[src/rtl/dma_tbl_pkg.sv]
package dma_tbl_pkg;

    typedef enum logic [1:0] {
        ST_IDLE = 2'd0,
        ST_WAIT = 2'd1,
        ST_HOLD = 2'd2
    } dma_state_e;

endpackage

[src/rtl/dma_step_table.sv]
module dma_step_table #(
    parameter int ADDR_W = 32,
    parameter int IDX_W  = 8,
    parameter int DEST_W = 8,
    parameter int STEPS  = 3,
    parameter int STEP_W = 2,
    parameter logic [ADDR_W-1:0] BASE_ADDR  = 32'h43C0_0000,
    parameter logic [ADDR_W-1:0] ROW_STRIDE = '0,
    parameter logic [ADDR_W-1:0] COL_OFFSET = '0,
    parameter logic [STEPS*IDX_W-1:0]  ROW_SEQ  = '0,
    parameter logic [STEPS*DEST_W-1:0] DEST_SEQ = '0
) (
    input  logic [STEP_W-1:0] step,
    output logic [ADDR_W-1:0] addr,
    output logic [DEST_W-1:0] dest,
    output logic              last
);

    logic [ADDR_W-1:0] addr_tab [STEPS];
    logic [DEST_W-1:0] dest_tab [STEPS];

    // One address and one tag per step, fixed at elaboration
    for (genvar k = 0; k < STEPS; k++) begin : g_step
        localparam logic [ADDR_W-1:0] ROW_K = ADDR_W'(ROW_SEQ[k*IDX_W +: IDX_W]);
        assign addr_tab[k] = BASE_ADDR + ROW_K * ROW_STRIDE + COL_OFFSET;
        assign dest_tab[k] = DEST_SEQ[k*DEST_W +: DEST_W];
    end

    always_comb begin
        addr = addr_tab[0];
        dest = dest_tab[0];
        for (int k = 0; k < STEPS; k++) begin
            if (int'(step) == k) begin
                addr = addr_tab[k];
                dest = dest_tab[k];
            end
        end
        last = (int'(step) == STEPS - 1);
    end

endmodule

[src/rtl/dma_latency_timer.sv]
module dma_latency_timer #(
    parameter int RD_LAT = 5,
    parameter int CNT_W  = 3
) (
    input  logic clk,
    input  logic rst_n,
    input  logic load,
    output logic expired
);

    logic [CNT_W-1:0] cnt_d, cnt_q;

    always_comb begin
        cnt_d = cnt_q;
        if (load) begin
            cnt_d = CNT_W'(RD_LAT);
        end else if (cnt_q != '0) begin
            cnt_d = cnt_q - 1'b1;
        end
    end

    always_ff @(posedge clk) begin
        if (!rst_n) cnt_q <= '0;
        else        cnt_q <= cnt_d;
    end

    assign expired = (cnt_q == '0);

    // the wait after a fresh load is never zero cycles long
    assert_load_not_expired_R5: assert property (@(posedge clk) disable iff (!rst_n)
        load |=> !expired);

    // once run down, the count stays at zero until the next load
    assert_expired_holds_R5: assert property (@(posedge clk) disable iff (!rst_n)
        (expired && !load) |=> expired);

endmodule

[src/rtl/table_stream_dma.sv]
module table_stream_dma
    import dma_tbl_pkg::*;
#(
    parameter int ADDR_W = 32,
    parameter int DATA_W = 32,
    parameter int IDX_W  = 8,
    parameter int DEST_W = 8,
    parameter int USER_W = 8,
    parameter int STEPS  = 3,
    parameter int RD_LAT = 5,
    parameter logic [ADDR_W-1:0] BASE_ADDR  = 32'h43C0_0000,
    parameter logic [ADDR_W-1:0] ROW_STRIDE = '0,
    parameter logic [ADDR_W-1:0] COL_OFFSET = '0,
    parameter logic [USER_W-1:0] REMOTE_TAG = 8'h18,
    parameter logic [STEPS*IDX_W-1:0]  ROW_SEQ  = {8'd1, 8'd2, 8'd3},
    parameter logic [STEPS*DEST_W-1:0] DEST_SEQ = {8'd1, 8'd2, 8'd3}
) (
    input  logic              clk,
    input  logic              rst_n,
    input  logic              enable,
    output logic              rd_req,
    output logic [ADDR_W-1:0] rd_addr,
    input  logic [DATA_W-1:0] rd_data,
    output logic              m_tvalid,
    input  logic              m_tready,
    output logic [DATA_W-1:0] m_tdata,
    output logic [DEST_W-1:0] m_tdest,
    output logic [USER_W-1:0] m_tuser,
    output logic              m_tlast
);

    localparam int STEP_W = (STEPS > 1) ? $clog2(STEPS) : 1;
    localparam int CNT_W  = $clog2(RD_LAT + 1);

    typedef struct packed {
        dma_state_e        state;
        logic [STEP_W-1:0] step;
        logic              rd_req;
        logic [ADDR_W-1:0] rd_addr;
        logic [DEST_W-1:0] pend_dest;
        logic              pend_last;
        logic              tvalid;
        logic [DATA_W-1:0] tdata;
        logic [DEST_W-1:0] tdest;
        logic              tlast;
    } dma_regs_t;

    dma_regs_t r_d, r_q;

    logic [STEP_W-1:0] tbl_step;
    logic [ADDR_W-1:0] tbl_addr;
    logic [DEST_W-1:0] tbl_dest;
    logic              tbl_last;
    logic              tmr_load;
    logic              tmr_expired;

    // Step to look up: first step from idle, otherwise the one after the current
    assign tbl_step = (r_q.state == ST_IDLE) ? '0 : r_q.step + 1'b1;

    dma_step_table #(
        .ADDR_W(ADDR_W), .IDX_W(IDX_W), .DEST_W(DEST_W),
        .STEPS(STEPS), .STEP_W(STEP_W),
        .BASE_ADDR(BASE_ADDR), .ROW_STRIDE(ROW_STRIDE), .COL_OFFSET(COL_OFFSET),
        .ROW_SEQ(ROW_SEQ), .DEST_SEQ(DEST_SEQ)
    ) u_table (
        .step (tbl_step),
        .addr (tbl_addr),
        .dest (tbl_dest),
        .last (tbl_last)
    );

    dma_latency_timer #(
        .RD_LAT(RD_LAT), .CNT_W(CNT_W)
    ) u_timer (
        .clk     (clk),
        .rst_n   (rst_n),
        .load    (tmr_load),
        .expired (tmr_expired)
    );

    always_comb begin
        r_d        = r_q;
        r_d.rd_req = 1'b0;
        tmr_load   = 1'b0;

        case (r_q.state)
            ST_IDLE: begin
                if (enable) begin
                    r_d.step      = '0;
                    r_d.rd_req    = 1'b1;
                    r_d.rd_addr   = tbl_addr;
                    r_d.pend_dest = tbl_dest;
                    r_d.pend_last = tbl_last;
                    r_d.state     = ST_WAIT;
                    tmr_load      = 1'b1;
                end
            end
            ST_WAIT: begin
                if (tmr_expired) begin
                    r_d.tvalid = 1'b1;
                    r_d.tdata  = rd_data;
                    r_d.tdest  = r_q.pend_dest;
                    r_d.tlast  = r_q.pend_last;
                    r_d.state  = ST_HOLD;
                end
            end
            ST_HOLD: begin
                if (m_tready) begin
                    r_d.tvalid = 1'b0;
                    if (r_q.tlast) begin
                        r_d.state = ST_IDLE;
                    end else begin
                        r_d.step      = tbl_step;
                        r_d.rd_req    = 1'b1;
                        r_d.rd_addr   = tbl_addr;
                        r_d.pend_dest = tbl_dest;
                        r_d.pend_last = tbl_last;
                        r_d.state     = ST_WAIT;
                        tmr_load      = 1'b1;
                    end
                end
            end
            default: r_d.state = ST_IDLE;
        endcase
    end

    always_ff @(posedge clk) begin
        if (!rst_n) begin
            r_q        <= '0;
            r_q.state  <= ST_IDLE;
        end else begin
            r_q <= r_d;
        end
    end

    assign rd_req   = r_q.rd_req;
    assign rd_addr  = r_q.rd_addr;
    assign m_tvalid = r_q.tvalid;
    assign m_tdata  = r_q.tdata;
    assign m_tdest  = r_q.tdest;
    assign m_tlast  = r_q.tlast;
    assign m_tuser  = REMOTE_TAG;

    // a read strobe lasts exactly one cycle
    assert_req_pulse_R4: assert property (@(posedge clk) disable iff (!rst_n)
        rd_req |=> !rd_req);

    // no new read while a beat is still offered
    assert_one_outstanding_R4: assert property (@(posedge clk) disable iff (!rst_n)
        m_tvalid |-> !rd_req);

    // data cannot appear in the cycle right after the strobe
    assert_no_early_data_R5: assert property (@(posedge clk) disable iff (!rst_n)
        rd_req |=> !m_tvalid);

    // a stalled beat keeps its contents
    assert_hold_stable_R6: assert property (@(posedge clk) disable iff (!rst_n)
        (m_tvalid && !m_tready) |=>
            (m_tvalid && $stable(m_tdata) && $stable(m_tdest) && $stable(m_tlast)));

    // accepting a non-final beat issues the next read at once
    assert_next_issue_R9: assert property (@(posedge clk) disable iff (!rst_n)
        (m_tvalid && m_tready && !m_tlast) |=> rd_req);

    // accepting the final beat returns the block to idle
    assert_idle_after_last_R8: assert property (@(posedge clk) disable iff (!rst_n)
        (m_tvalid && m_tready && m_tlast) |=> (!rd_req && !m_tvalid));

endmodule

[config.mk]
export PLATFORM = sky130hd
export DESIGN_NAME = table_stream_dma
export DESIGN_NICKNAME = d
export VERILOG_FILES = /design/src/rtl/dma_tbl_pkg.sv /design/src/rtl/dma_step_table.sv /design/src/rtl/dma_latency_timer.sv /design/src/rtl/table_stream_dma.sv
export SDC_FILE = /design/constraint.sdc
export NUM_CORES = 1
export LEC_CHECK = 0
export BUFFER_PORTS_ARGS = -buffer_cell sky130_fd_sc_hd__buf_2
export CORE_MARGIN = 2
export CORE_UTILIZATION = 45
export CTS_CLUSTER_DIAMETER = 80
export DETAILED_ROUTE_END_ITERATION = 8
export GPL_TIMING_DRIVEN = 1
export PLACE_DENSITY = 0.77
export SYNTH_ARGS = -nofsm -noshare
export SYNTH_HDL_FRONTEND = slang
export SYNTH_SLANG_ARGS = --single-unit
[constraint.sdc]
create_clock -name clk -period 2.95 [get_ports clk]
set_input_delay 0.59 -clock clk [delete_from_list [all_inputs] [get_ports clk]]
set_output_delay 0.59 -clock clk [all_outputs]
set_load 0.02 [all_outputs]
# Yosys cells after proc, flatten, opt, wreduce, memory -nomap -nowiden
# Cells that the tools add are included.
[totals] register_bits=91
[classes] n_addsub=2 n_eq_ne=8 mux=18 n_bitwise=1 n_reduce_logical=11
[op_table] op="case mux 44 bit (2 select lines)" count=1
[op_table] op="two-way mux 47 bit" count=1
[op_table] op="two-way mux 46 bit" count=1
[op_table] op="two-way mux 44 bit" count=1
[op_table] op="two-way mux 42 bit" count=1
[op_table] op="inequality test 2 bit, second input constant" count=4
[op_table] op="== test 2 bit, second input constant" count=3
[op_table] op="two-way mux 2 bit" count=3
[op_table] op="two-way mux 3 bit" count=2
[op_table] op="case mux 2 bit (3 select lines)" count=1
[op_table] op="AND reduction 3 bit" count=2
[op_table] op="nonzero test 2 bit" count=3
[op_table] op="two-way mux 1 bit" count=5
[op_table] op="case mux 1 bit (2 select lines)" count=2
[op_table] op="AND reduction 4 bit" count=1
[op_table] op="zero test 3 bit" count=1
[op_table] op="nonzero test 3 bit" count=1
[op_table] op="subtractor 3 x 1 -> 3 bit, second input constant" count=1
[op_table] op="adder 2 x 1 -> 2 bit, second input constant" count=1
[op_table] op="== test 2 x 1 -> 1 bit, second input constant" count=1
[op_table] op="zero test 2 bit" count=1
[op_table] op="AND reduction 2 bit" count=1
[op_table] op="OR reduction 2 bit" count=1
[op_table] op="NOT 1 bit" count=1

# Longest topological paths before layout
# Gate-level depths: netlist (run 1).
[logic_depth] ltp_word=8 depth_mapped=9

# By module
# A second synthesis (run 1) with hierarchy kept.
[hier_totals] cells_unflattened=545 area_unflattened_um2=4556.9
[modules_own_cells] module="table_stream_dma" n_inst=1 cells_each=484 area_per_inst_um2=4075.2 seq_area_each_um2=1761.7
[modules_own_cells] module="dma_step_table" n_inst=1 cells_each=43 area_per_inst_um2=311.5 seq_area_each_um2=0.0
[modules_own_cells] module="dma_latency_timer" n_inst=1 cells_each=18 area_per_inst_um2=170.2 seq_area_each_um2=60.1

# Least setup slack after synthesis (run 1)
# Ideal clock, no wire load.
[synth_path] path_type="flip-flop to flip-flop" start="register u_timer.cnt_q[0]" end="register r_q[87] (netlist name)" arrival_time_ns=1.501 slack_ns=1.334 stages_incl_launch_ff=9 path_buffers=3 synth_period_minus_slack_ns=1.616 cell_sequence="dfxtp_1 inv_1 ha_1 ha_1 buf_4 and3b_2 buf_6 buf_6 o21a_1"
[synth_via] elab_chain_len=3
[synth_rtl] item="start: declaration" line="dma_latency_timer.sv:11" text="logic [CNT_W-1:0] cnt_d, cnt_q;"
[synth_rtl] item="start signal: assignment" line="dma_latency_timer.sv:24" text="else cnt_q <= cnt_d;"
[synth_rtl] item="zero test 3 bit" line="dma_latency_timer.sv:27" text="assign expired = (cnt_q == '0);"
[synth_rtl] item="inequality test 2 bit (no line)"
[synth_rtl] item="AND reduction 3 bit (no line)"
[synth_rtl] item="end signal: assignment" line="table_stream_dma.sv:132" text="r_q <= r_d;"
[synth_rtl] item="end: declaration" line="table_stream_dma.sv:48" text="dma_regs_t r_d, r_q;"
# No other way between the ends.
# A chain may end at the register's enable or synchronous reset.

# Final worst setup path (run 1)
[layout_path] start="register u_timer.cnt_q[0]" end="register r_q (netlist bit m_tdata[16])"
[layout_via] elab_chain_len=2
[layout_rtl] item="zero test 3 bit" line="dma_latency_timer.sv:27"
[layout_rtl] item="AND reduction 2 bit (no line)"
# No other way between the ends.

==> summary.md, run 1 <==
| Metric | Value |
|---|---|
| Synthesis-stage register bit count | `48` |
| Aggregate global-route resource usage | `0.133` |
| Mean number of vias per cell | `roughly 4.3` |
| Number of DRC markers after the initial detailed-route iteration | `64` |
| Synthesis warning total | `0` |
| Clock sink count | `48` |
| Static leakage | `about 1.2 nW` |
| Clk_skew | `between 0.007 and 0.008 ns` |
| Residual DRC | `0` |
| Slew at the pin closest to its max-slew limit | `about 0.65 ns` |
| Synthesis-to-finish area growth | `0.633%` |
| Final Cycle Share | `0.669` |
| Clock tree from TritonCTS | `yes` |
| CTS Hold Buffers Added | `0` |
| Clock-pin slew of the registers on the worst-case setup and hold paths | `0.09 ns` |
| Buffers added on ports | `between 70 and 80` |
| Setup violations, final | `0` |
| Number of vias after detailed routing | `about 1,800` |
| Number of rows created at floorplan | `27` |
| Highest clock rate | `around 0.51 GHz` |
| Width of the die | `between 70 and 80 µm` |
| Worst reg2reg path endpoint | `m_tdata[16]` |
| Total power after layout | `about 1.7 mW` |
| Power density relative to cell area | `around 660 mW/mm²` |
| Detail-routed net length per standard cell | `between 10 and 15 µm` |
| Syn avg cell area | `around 8.5 µm²` |
| Peak supply drop | `~0.46 mV` |
| Maximum capacitance violations | `0` |
| Highest fanout seen on the critical path | `36` |
| Register area share after synthesis | `0.374` |
| Critical path startpoint category | `register` |
| Critical path endpoint category | `register` |
| Register-to-register setup slack | `approximately 0.98 ns` |
| Hold wc startpoint | `m_tdest[0]` |
| Effective utilization at floorplan | `0.467` |
| Remaining max-slew budget at the tightest pin | `0.568` |
| Min-Delay Endpoint | `m_tdest[0]` |
| Fraction of final layout cells sized beyond drive strength 1 | `0.272` |
| Detailed Route WL | `~4 mm` |
| Final Hold Fails | `0` |
| Height of the die | `slightly below 80 µm` |
| Cell count after synthesis | `302` |
| Tightest Hold Check Type | `reg -> reg` |
| Area of the multi-input gates | `0.00102 mm²` |
| # Post-CTS Setup Buffers | `0` |
| First-pass GRT wire length | `~7 mm` |
| Placer's final routability congestion estimate | `about 0.68` |
| Period minus WS final | `1.97 ns` |
| Area of the die | `between 0.006 and 0.007 mm²` |
| Setup TNS | `0 ns` |
| N_diodes | `0` |
| Number of buffers on the longest clock path | `2` |
| Result of the run | `finished, final reports clean` |
| Netlist area before placement | `0.00257 mm²` |
| Sequential standard cell area | `about 960 µm²` |
| Number of H-tree branching levels | `2` |
| Clock network latency to the later pin of the worst-skew pair | `between 0.2 and 0.3 ns` |
| Most used cells in the layout excluding fill and tap cells | `sky130_fd_sc_hd__nand2_1, sky130_fd_sc_hd__buf_2, sky130_fd_sc_hd__dfxtp_1, sky130_fd_sc_hd__conb_1, sky130_fd_sc_hd__a21boi_0` |
| Required time of the worst setup path | `around 3.2 ns` |
| Data arrival time of the critical path | `between 2 and 2.5 ns` |
| Number of slew-limit violations in the final report | `0` |
| Vias in the first global route | `around 1,600` |
| Half-perimeter wire length after detailed placement | `2.87 mm` |
| Antenna violations before repair | `0` |
| First-pass DRT Iterations | `4` |
| Number of ports placed on the die boundary | `roughly 120` |
| Clk Tree Root Cell | `sky130_fd_sc_hd__clkbuf_8` |
| Post-route core utilization | `0.470` |
| Critical setup path kind | `reg -> reg` |
| Number of cells on the worst reg-to-reg path | `6` |
| Number of routed nets with antenna violations | `0` |
| Number of distinct library cells after synthesis | `31` |
| Worst hold stages | `2` |
| Worst-case hold slack | `0.451 ns` |
| Reg-to-reg startpoint | `u_timer.cnt_q[0]` |
| GRT Residual Overflow | `0` |
| Count of instances resized after the clock tree is built | `0` |
| Largest net degree at the start of global routing | `37` |
| Unrepaired setup endpoints after global routing | `false` |
| Clock buffers created by TritonCTS | `5` |
| Fillers | `about 560` |
| Core Area | `~0.0055 mm²` |
| # nets final | `369` |
==> synth_stat cells <==
library cell / n / area share
sky130_fd_sc_hd__and3b_2: 1 / 0.0039
sky130_fd_sc_hd__o211ai_1: 1 / 0.0029
sky130_fd_sc_hd__dfxtp_1: 48 / 0.37
sky130_fd_sc_hd__nand2_1: 77 / 0.11
sky130_fd_sc_hd__xnor2_1: 1 / 0.0034
sky130_fd_sc_hd__buf_4: 83 / 0.24
sky130_fd_sc_hd__clkbuf_1: 4 / 0.0058
sky130_fd_sc_hd__or2_1: 1 / 0.0024
sky130_fd_sc_hd__a21boi_0: 31 / 0.091
sky130_fd_sc_hd__buf_6: 6 / 0.026
sky130_fd_sc_hd__o2111ai_1: 1 / 0.0034
sky130_fd_sc_hd__a41o_2: 1 / 0.0044
sky130_fd_sc_hd__o211a_1: 1 / 0.0039
sky130_fd_sc_hd__and2_2: 1 / 0.0029
sky130_fd_sc_hd__buf_2: 3 / 0.0058
sky130_fd_sc_hd__inv_1: 5 / 0.0073
sky130_fd_sc_hd__nor3_1: 2 / 0.0039
sky130_fd_sc_hd__nand4_1: 1 / 0.0024
sky130_fd_sc_hd__nor3b_1: 4 / 0.012
sky130_fd_sc_hd__nand3b_4: 1 / 0.0078
sky130_fd_sc_hd__a21boi_1: 5 / 0.015
sky130_fd_sc_hd__nand3_1: 1 / 0.0019
sky130_fd_sc_hd__conb_1: 2 / 0.0029
sky130_fd_sc_hd__ha_1: 3 / 0.015
sky130_fd_sc_hd__o22ai_1: 1 / 0.0024
sky130_fd_sc_hd__nor2_1: 3 / 0.0044
sky130_fd_sc_hd__o21a_1: 5 / 0.015
sky130_fd_sc_hd__nor2b_1: 3 / 0.0073
sky130_fd_sc_hd__a21oi_1: 2 / 0.0039
sky130_fd_sc_hd__o21ai_0: 3 / 0.0058
sky130_fd_sc_hd__nor4bb_4: 1 / 0.0097
==> registers in the layout (all words and copies together), names as in the netlist <==
name and count:
m_tdata 32, r_q 7, u_timer.cnt_q 3, m_tdest 2, m_tlast 1, m_tvalid 1, rd_addr 1, rd_req 1
==> critical path, stage by stage, from the launching register on <==
cell and delay, ns:
sky130_fd_sc_hd__dfxtp_1 0.34, sky130_fd_sc_hd__inv_1 0.07, sky130_fd_sc_hd__ha_1 0.16, sky130_fd_sc_hd__ha_1 0.36
sky130_fd_sc_hd__and3b_2 0.68, sky130_fd_sc_hd__nand2_1 0.12, sky130_fd_sc_hd__a21boi_0 0.16
==> worst max-delay path by stage <==
stage                     startpoint          end  slack, ns  depth (start not counted)
floorplan           u_timer.cnt_q[0]      r_q[87]       1.33                          8
global placement    u_timer.cnt_q[0]  m_tdata[16]       1.05                          6
detailed placement  u_timer.cnt_q[0]   m_tdata[5]       0.97                          6
CTS                 u_timer.cnt_q[0]   m_tdata[5]       0.94                          6
global route        u_timer.cnt_q[0]  m_tdata[22]       0.73                          6
finish              u_timer.cnt_q[0]  m_tdata[16]       0.98                          6
==> kinds of logic after synthesis <==
logic type / share of synthesized area
AOI/OAI and AO/OA: 0.147
xor gates and xnor gates: 0.00341
adders and majority gates: 0.0146
buffers and inverters: 0.288
DFF: 0.374
other: 0.00292
and+or+nand+nor: 0.171
==> routing by layer <==
| layer | wire, µm | GRT usage | share of wire |
|---|---|---|---|
| met1 | 1890 | 0.166 | 0.46 |
| met2 | 1840 | 0.224 | 0.45 |
| met3 | 356 | 0.0351 | 0.086 |
| met4 | 27 | 0.0414 | 0.0066 |
| met5 | 0 | 0 | 0 |
==> through the flow <==
step	setup slack, ns	area, µm²	std cells
after floorplan	1.33	2720	341
after global placement	1.05	2480	395
after detailed placement	0.972	2480	395
after CTS	0.941	2590	403
after global routing	0.727	2590	403
final	0.977	2590	403
==> report_power, final <==
part,leakage (nW),internal [mW],switching (mW)
registers,0.391,0.727,0.0514
clock network,0.0552,0.252,0.205
logic,0.767,0.163,0.317
total,1.21,1.14,0.574
==> area by class of cell <==
cell class / instances / share of cell area
clock inverters: 2 / 0.0135
well taps: 72 / 0.0348
clock buffers: 6 / 0.0281
repair buffers: 78 / 0.152
inverters: 5 / 0.00726
flip-flops and latches: 48 / 0.372
multi-input cells: 192 / 0.393
(Power assumes the default switching activity.)
==> run 2: changes to the inputs <==
==> constraint.sdc (replaced) <==
create_clock -name clk -period 2.06 [get_ports clk]
set_input_delay 0.412 -clock clk [delete_from_list [all_inputs] [get_ports clk]]
set_output_delay 0.412 -clock clk [all_outputs]
set_load 0.02 [all_outputs]
==> run 2 against run 1 <==
Compared with the run above: largest cell class unchanged; largest power group unchanged; die area is the same; critical endpoint is now m_tdata[7]; count of clock-buffer cells in the layout shrank 1; routed wire length grew 3.9%; utilization grew 0.14 points.
==> summary.md, run 2 (synthesized netlist as in run 1, its figures left out) <==
| Metric | Value |
|---|---|
| Result of the run | `finished, final reports clean` |
| Static leakage | `about 1.2 nW` |
| Detailed Route WL | `approximately 4.3 mm` |
| Final Hold Fails | `0` |
| Residual DRC | `0` |
| Number of rows created at floorplan | `27` |
| Placer's final routability congestion estimate | `about 0.71` |
| First-pass GRT wire length | `between 6 and 7 mm` |
| Period minus WS final | `1.80 ns` |
| Number of buffers on the longest clock path | `2` |
| Clock buffers created by TritonCTS | `5` |
| Maximum capacitance violations | `0` |
| Post-route core utilization | `0.471` |
| Fraction of final layout cells sized beyond drive strength 1 | `0.279` |
| Flip-flop count of the largest register after layout | `32` |
| Half-perimeter wire length after detailed placement | `between 3 and 4 mm` |
| Critical setup path kind | `reg -> reg` |
| Peak supply drop | `around 0.52 mV` |
| Setup TNS | `0 ns` |
| Power density relative to cell area | `915 mW/mm²` |
| Number of slew-limit violations in the final report | `0` |
| Critical path startpoint category | `register` |
| Number of routed nets with antenna violations | `0` |
| Highest fanout seen on the critical path | `28` |
| Vias in the first global route | `between 1,500 and 2,000` |
| Buffers added on ports | `between 70 and 80` |
| Clock network latency to the later pin of the worst-skew pair | `approximately 0.3 ns` |
| Number of H-tree branching levels | `2` |
| Data arrival time of the critical path | `~2 ns` |
| Highest clock rate | `between 0.5 and 0.6 GHz` |
| Start point of the critical path | `u_timer.cnt_q[0]` |
| Synthesis-to-finish area growth | `0.925%` |
| Number of ports placed on the die boundary | `around 120` |
| Clock-pin slew of the registers on the worst-case setup and hold paths | `around 0.09 ns` |
| Mean number of vias per cell | `~4.3` |
| Final Cycle Share | `0.872` |
| Aggregate global-route resource usage | `0.138` |
| Fillers | `553` |
| Height of the die | `around 80 µm` |
| Clock sink count | `48` |
| Count of instances resized after the clock tree is built | `0` |
| Most used cells in the layout excluding fill and tap cells | `sky130_fd_sc_hd__nand2_1, sky130_fd_sc_hd__buf_2, sky130_fd_sc_hd__dfxtp_1, sky130_fd_sc_hd__conb_1, sky130_fd_sc_hd__a21boi_0` |
| Setup violations, final | `0` |
| Unrepaired setup endpoints after global routing | `false` |
| Width of the die | `approximately 80 µm` |
| Hold wc startpoint | `rd_data[1]` |
| Number of vias after detailed routing | `1,747` |
| Reg-to-reg startpoint | `u_timer.cnt_q[0]` |
| Critical path endpoint category | `register` |
| Clock tree from TritonCTS | `yes` |
| Antenna violations before repair | `0` |
| Number of DRC markers after the initial detailed-route iteration | `between 40 and 50` |
| Core Area | `between 0.005 and 0.006 mm²` |
| GRT Residual Overflow | `0` |
| CTS Hold Buffers Added | `0` |
| # nets final | `about 370` |
| Required time of the worst setup path | `between 2 and 2.5 ns` |
| # Post-CTS Setup Buffers | `0` |
| First-pass DRT Iterations | `4` |
| Clk Tree Root Cell | `sky130_fd_sc_hd__clkbuf_8` |
| Clk_skew | `roughly 0.0089 ns` |
| Detail-routed net length per standard cell | `between 10 and 15 µm` |
| Register-to-register setup slack | `around 0.26 ns` |
| N_diodes | `0` |
| Largest net degree at the start of global routing | `36` |
| Tightest Hold Check Type | `in -> reg` |
| Effective utilization at floorplan | `0.467` |
| Area of the die | `0.00633 mm²` |
-- run 2: layout make-up --
cell class	count	area [µm²]	share of cell area
clock buffers	5	68.8	0.0265
inverters	5	18.8	0.00724
clock inverters	3	18.8	0.00724
flip-flops and latches	48	961	0.370
well taps	72	90.1	0.0347
repair buffers	80	420	0.162
multi-input cells	192	1020	0.392
-- run 2: through the flow --
stage	setup WS, ns	area, µm²	power, mW	instances	hold WS [ns]
3_3_place_gp	0.350	2510	1.83	397	0.440
3_5_place_dp	0.246	2510	1.85	397	0.444
4_1_cts	0.233	2590	2.41	405	0.333
5_1_grt	0.0834	2590	2.52	405	0.340
6_report	0.263	2590	2.37	405	0.347
2_1_floorplan	0.444	2720	1.87	341	0.431
-- run 2: final timing paths --
path / endpoint / cells past startpoint
setup reg to reg: m_tdata[7] / 7
hold / removal: m_tdata[1] / 3
hold reg to reg: m_tdest[1] / 2
setup / recovery: m_tdata[7] / 7
-- run 2: where the power goes --
part	total [mW]	switching (mW)	leakage (nW)	internal, mW
Combinational	0.709	0.458	0.781	0.251
Clock	0.552	0.315	0.0479	0.237
Sequential	1.11	0.0708	0.391	1.04
-- run 2: layer usage --
| metal | wire (µm) | share of wire | track usage |
|---|---|---|---|
| met1 | 1800 | 0.42 | 0.152 |
| met2 | 2000 | 0.47 | 0.244 |
| met3 | 433 | 0.10 | 0.0441 |
| met4 | 51 | 0.012 | 0.0517 |
| met5 | 0 | 0 | 0 |
-- run 2: worst max-delay path: stages (launching register included) --
cell	delay, ns
sky130_fd_sc_hd__dfxtp_1	0.33
sky130_fd_sc_hd__inv_1	0.06
sky130_fd_sc_hd__ha_1	0.16
sky130_fd_sc_hd__ha_1	0.37
sky130_fd_sc_hd__and3b_2	0.38
sky130_fd_sc_hd__buf_12	0.20
sky130_fd_sc_hd__nand2_1	0.07
sky130_fd_sc_hd__a21boi_0	0.16
==> run 3: changes to the inputs <==
--- a/config.mk
+++ b/config.mk
@@ -7,11 +7,11 @@
 export LEC_CHECK = 0
 export BUFFER_PORTS_ARGS = -buffer_cell sky130_fd_sc_hd__buf_2
 export CORE_MARGIN = 2
-export CORE_UTILIZATION = 45
+export CORE_UTILIZATION = 47
 export CTS_CLUSTER_DIAMETER = 80
 export DETAILED_ROUTE_END_ITERATION = 8
 export GPL_TIMING_DRIVEN = 1
-export PLACE_DENSITY = 0.77
+export PLACE_DENSITY = 0.8
 export SYNTH_ARGS = -nofsm -noshare
 export SYNTH_HDL_FRONTEND = slang
 export SYNTH_SLANG_ARGS = --single-unit
==> run 3 against run 2 <==
Compared with the run above: die area shrank 4.0%; count of clock-buffer cells in the layout increased by 2; via count down 0.57%; global-route usage down 0.093 points; first-iteration DRC count rose by 13%; clock power up 4.0%; sequential cell count unchanged; sequential power about the same; largest power group unchanged.
==> summary.md, run 3 (synthesized netlist as in run 1, its figures left out) <==
| Metric | Value |
|---|---|
| Critical path endpoint category | `register` |
| Most used cells in the layout excluding fill and tap cells | `sky130_fd_sc_hd__nand2_1, sky130_fd_sc_hd__buf_2, sky130_fd_sc_hd__dfxtp_1, sky130_fd_sc_hd__conb_1, sky130_fd_sc_hd__a21boi_0` |
| Area of the die | `around 0.006 mm²` |
| Post-route core utilization | `0.497` |
| Number of DRC markers after the initial detailed-route iteration | `51` |
| Clock tree from TritonCTS | `yes` |
| Half-perimeter wire length after detailed placement | `2.96 mm` |
| Highest fanout seen on the critical path | `17` |
| Largest net degree at the start of global routing | `36` |
| Unrepaired setup endpoints after global routing | `false` |
| First-pass DRT Iterations | `4` |
| Critical setup path kind | `reg -> reg` |
| Flip-flop count of the largest register after layout | `32` |
| Final Cycle Share | `0.900` |
| Number of routed nets with antenna violations | `0` |
| Synthesis-to-finish area growth | `0.682%` |
| # Post-CTS Setup Buffers | `0` |
| Effective utilization at floorplan | `0.494` |
| Width of the die | `~80 µm` |
| Result of the run | `finished, final reports clean` |
| Number of vias after detailed routing | `around 1,700` |
| Mean number of vias per cell | `around 4.3` |
| Height of the die | `between 70 and 80 µm` |
| Setup TNS | `0 ns` |
| Clock network latency to the later pin of the worst-skew pair | `0.29 ns` |
| Number of buffers on the longest clock path | `2` |
| Clk Tree Root Cell | `sky130_fd_sc_hd__clkbuf_8` |
| Aggregate global-route resource usage | `0.137` |
| Setup violations, final | `0` |
| Clock-pin slew of the registers on the worst-case setup and hold paths | `0.08 ns` |
| Buffers added on ports | `77` |
| CTS Hold Buffers Added | `0` |
| Count of instances resized after the clock tree is built | `0` |
| Number of H-tree branching levels | `2` |
| Static leakage | `~1.2 nW` |
| Period minus WS final | `1.85 ns` |
| # nets final | `roughly 370` |
| Antenna violations before repair | `0` |
| Final Hold Fails | `0` |
| Detailed Route WL | `4.12 mm` |
| Core Area | `about 0.0052 mm²` |
| Number of ports placed on the die boundary | `roughly 120` |
| Number of rows created at floorplan | `26` |
| First-pass GRT wire length | `6.73 mm` |
| Clk_skew | `roughly 0.0038 ns` |
| Residual DRC | `0` |
| Maximum capacitance violations | `0` |
| N_diodes | `0` |
| Clock buffers created by TritonCTS | `5` |
| Total power after layout | `roughly 2.4 mW` |
| GRT Residual Overflow | `0` |
| Peak supply drop | `between 0.6 and 0.7 mV` |
| Placer's final routability congestion estimate | `between 0.7 and 0.8` |
| Number of slew-limit violations in the final report | `0` |
| Highest clock rate | `between 0.5 and 0.6 GHz` |
| Critical path startpoint category | `register` |
| Power density relative to cell area | `about 930 mW/mm²` |
| Clock sink count | `48` |
| Required time of the worst setup path | `2.27 ns` |
| Fraction of final layout cells sized beyond drive strength 1 | `0.277` |
| Tightest Hold Check Type | `in -> reg` |
| Vias in the first global route | `1,517` |
| Detail-routed net length per standard cell | `roughly 10 µm` |
| Data arrival time of the critical path | `between 2 and 2.5 ns` |
-- run 3: cell types whose count changed in the layout (fill, tap and decap cells not counted) --
| cell | change |
|---|---|
| sky130_fd_sc_hd__clkinv_2 | -2 |
| sky130_fd_sc_hd__buf_4 | +1 |
| sky130_fd_sc_hd__buf_12 | -1 |
| sky130_fd_sc_hd__clkbuf_8 | +2 |
| sky130_fd_sc_hd__clkinv_4 | -1 |
-- run 3: through the flow --
stage                     cells  hold WS (ns)  instance area [µm²]  setup slack [ns]
after detailed placement    395         0.444                 2490             0.217
after CTS                   402         0.342                 2590             0.194
after floorplan             341         0.431                 2720             0.444
after global routing        402         0.352                 2590           0.00902
after global placement      395         0.437                 2490             0.323
final                       402         0.354                 2590             0.206
-- run 3: layer usage --
layer,wire length [µm],GRT usage,part of all wire,vias to the layer above
li1,-,-,-,893
met1,1910,0.174,0.46,764
met2,1810,0.218,0.44,73
met3,342,0.0395,0.083,7
met4,56,0.0526,0.014,0
met5,0,0,0,-
-- run 3: layout make-up --
type	count	area (µm²)
Fill cell	527	2620
Multi-Input combinational cell	192	1020
Sequential cell	48	961
Timing Repair Buffer	80	408
Clock buffer	7	96.3
Tap cell	70	87.6
Inverter	5	18.8
-- run 3: report_power, final --
part | internal [mW] | leakage [nW] | switching, mW | total [mW]
Sequential | 1.04 | 0.391 | 0.0736 | 1.11
Clock | 0.299 | 0.0503 | 0.275 | 0.574
Combinational | 0.244 | 0.777 | 0.462 | 0.705
Total | 1.58 | 1.22 | 0.810 | 2.39
-- run 3: worst paths after layout --
check                    from     endpoint  slack (ns)  depth (start not counted)
max          u_timer.cnt_q[0]  m_tdata[25]        0.21                          7
min                rd_data[1]   m_tdata[1]        0.35                          3
max reg2reg  u_timer.cnt_q[0]  m_tdata[25]        0.21                          7
min reg2reg        m_tdata[1]   m_tdata[1]        0.45                          2
-- run 3: critical path: stages (launching register included) --
cell                       delay [ns]
sky130_fd_sc_hd__dfxtp_1         0.33
sky130_fd_sc_hd__inv_1           0.06
sky130_fd_sc_hd__ha_1            0.16
sky130_fd_sc_hd__ha_1            0.37
sky130_fd_sc_hd__and3b_2         0.37
sky130_fd_sc_hd__buf_4           0.25
sky130_fd_sc_hd__nand2_1         0.07
sky130_fd_sc_hd__a21boi_0        0.15
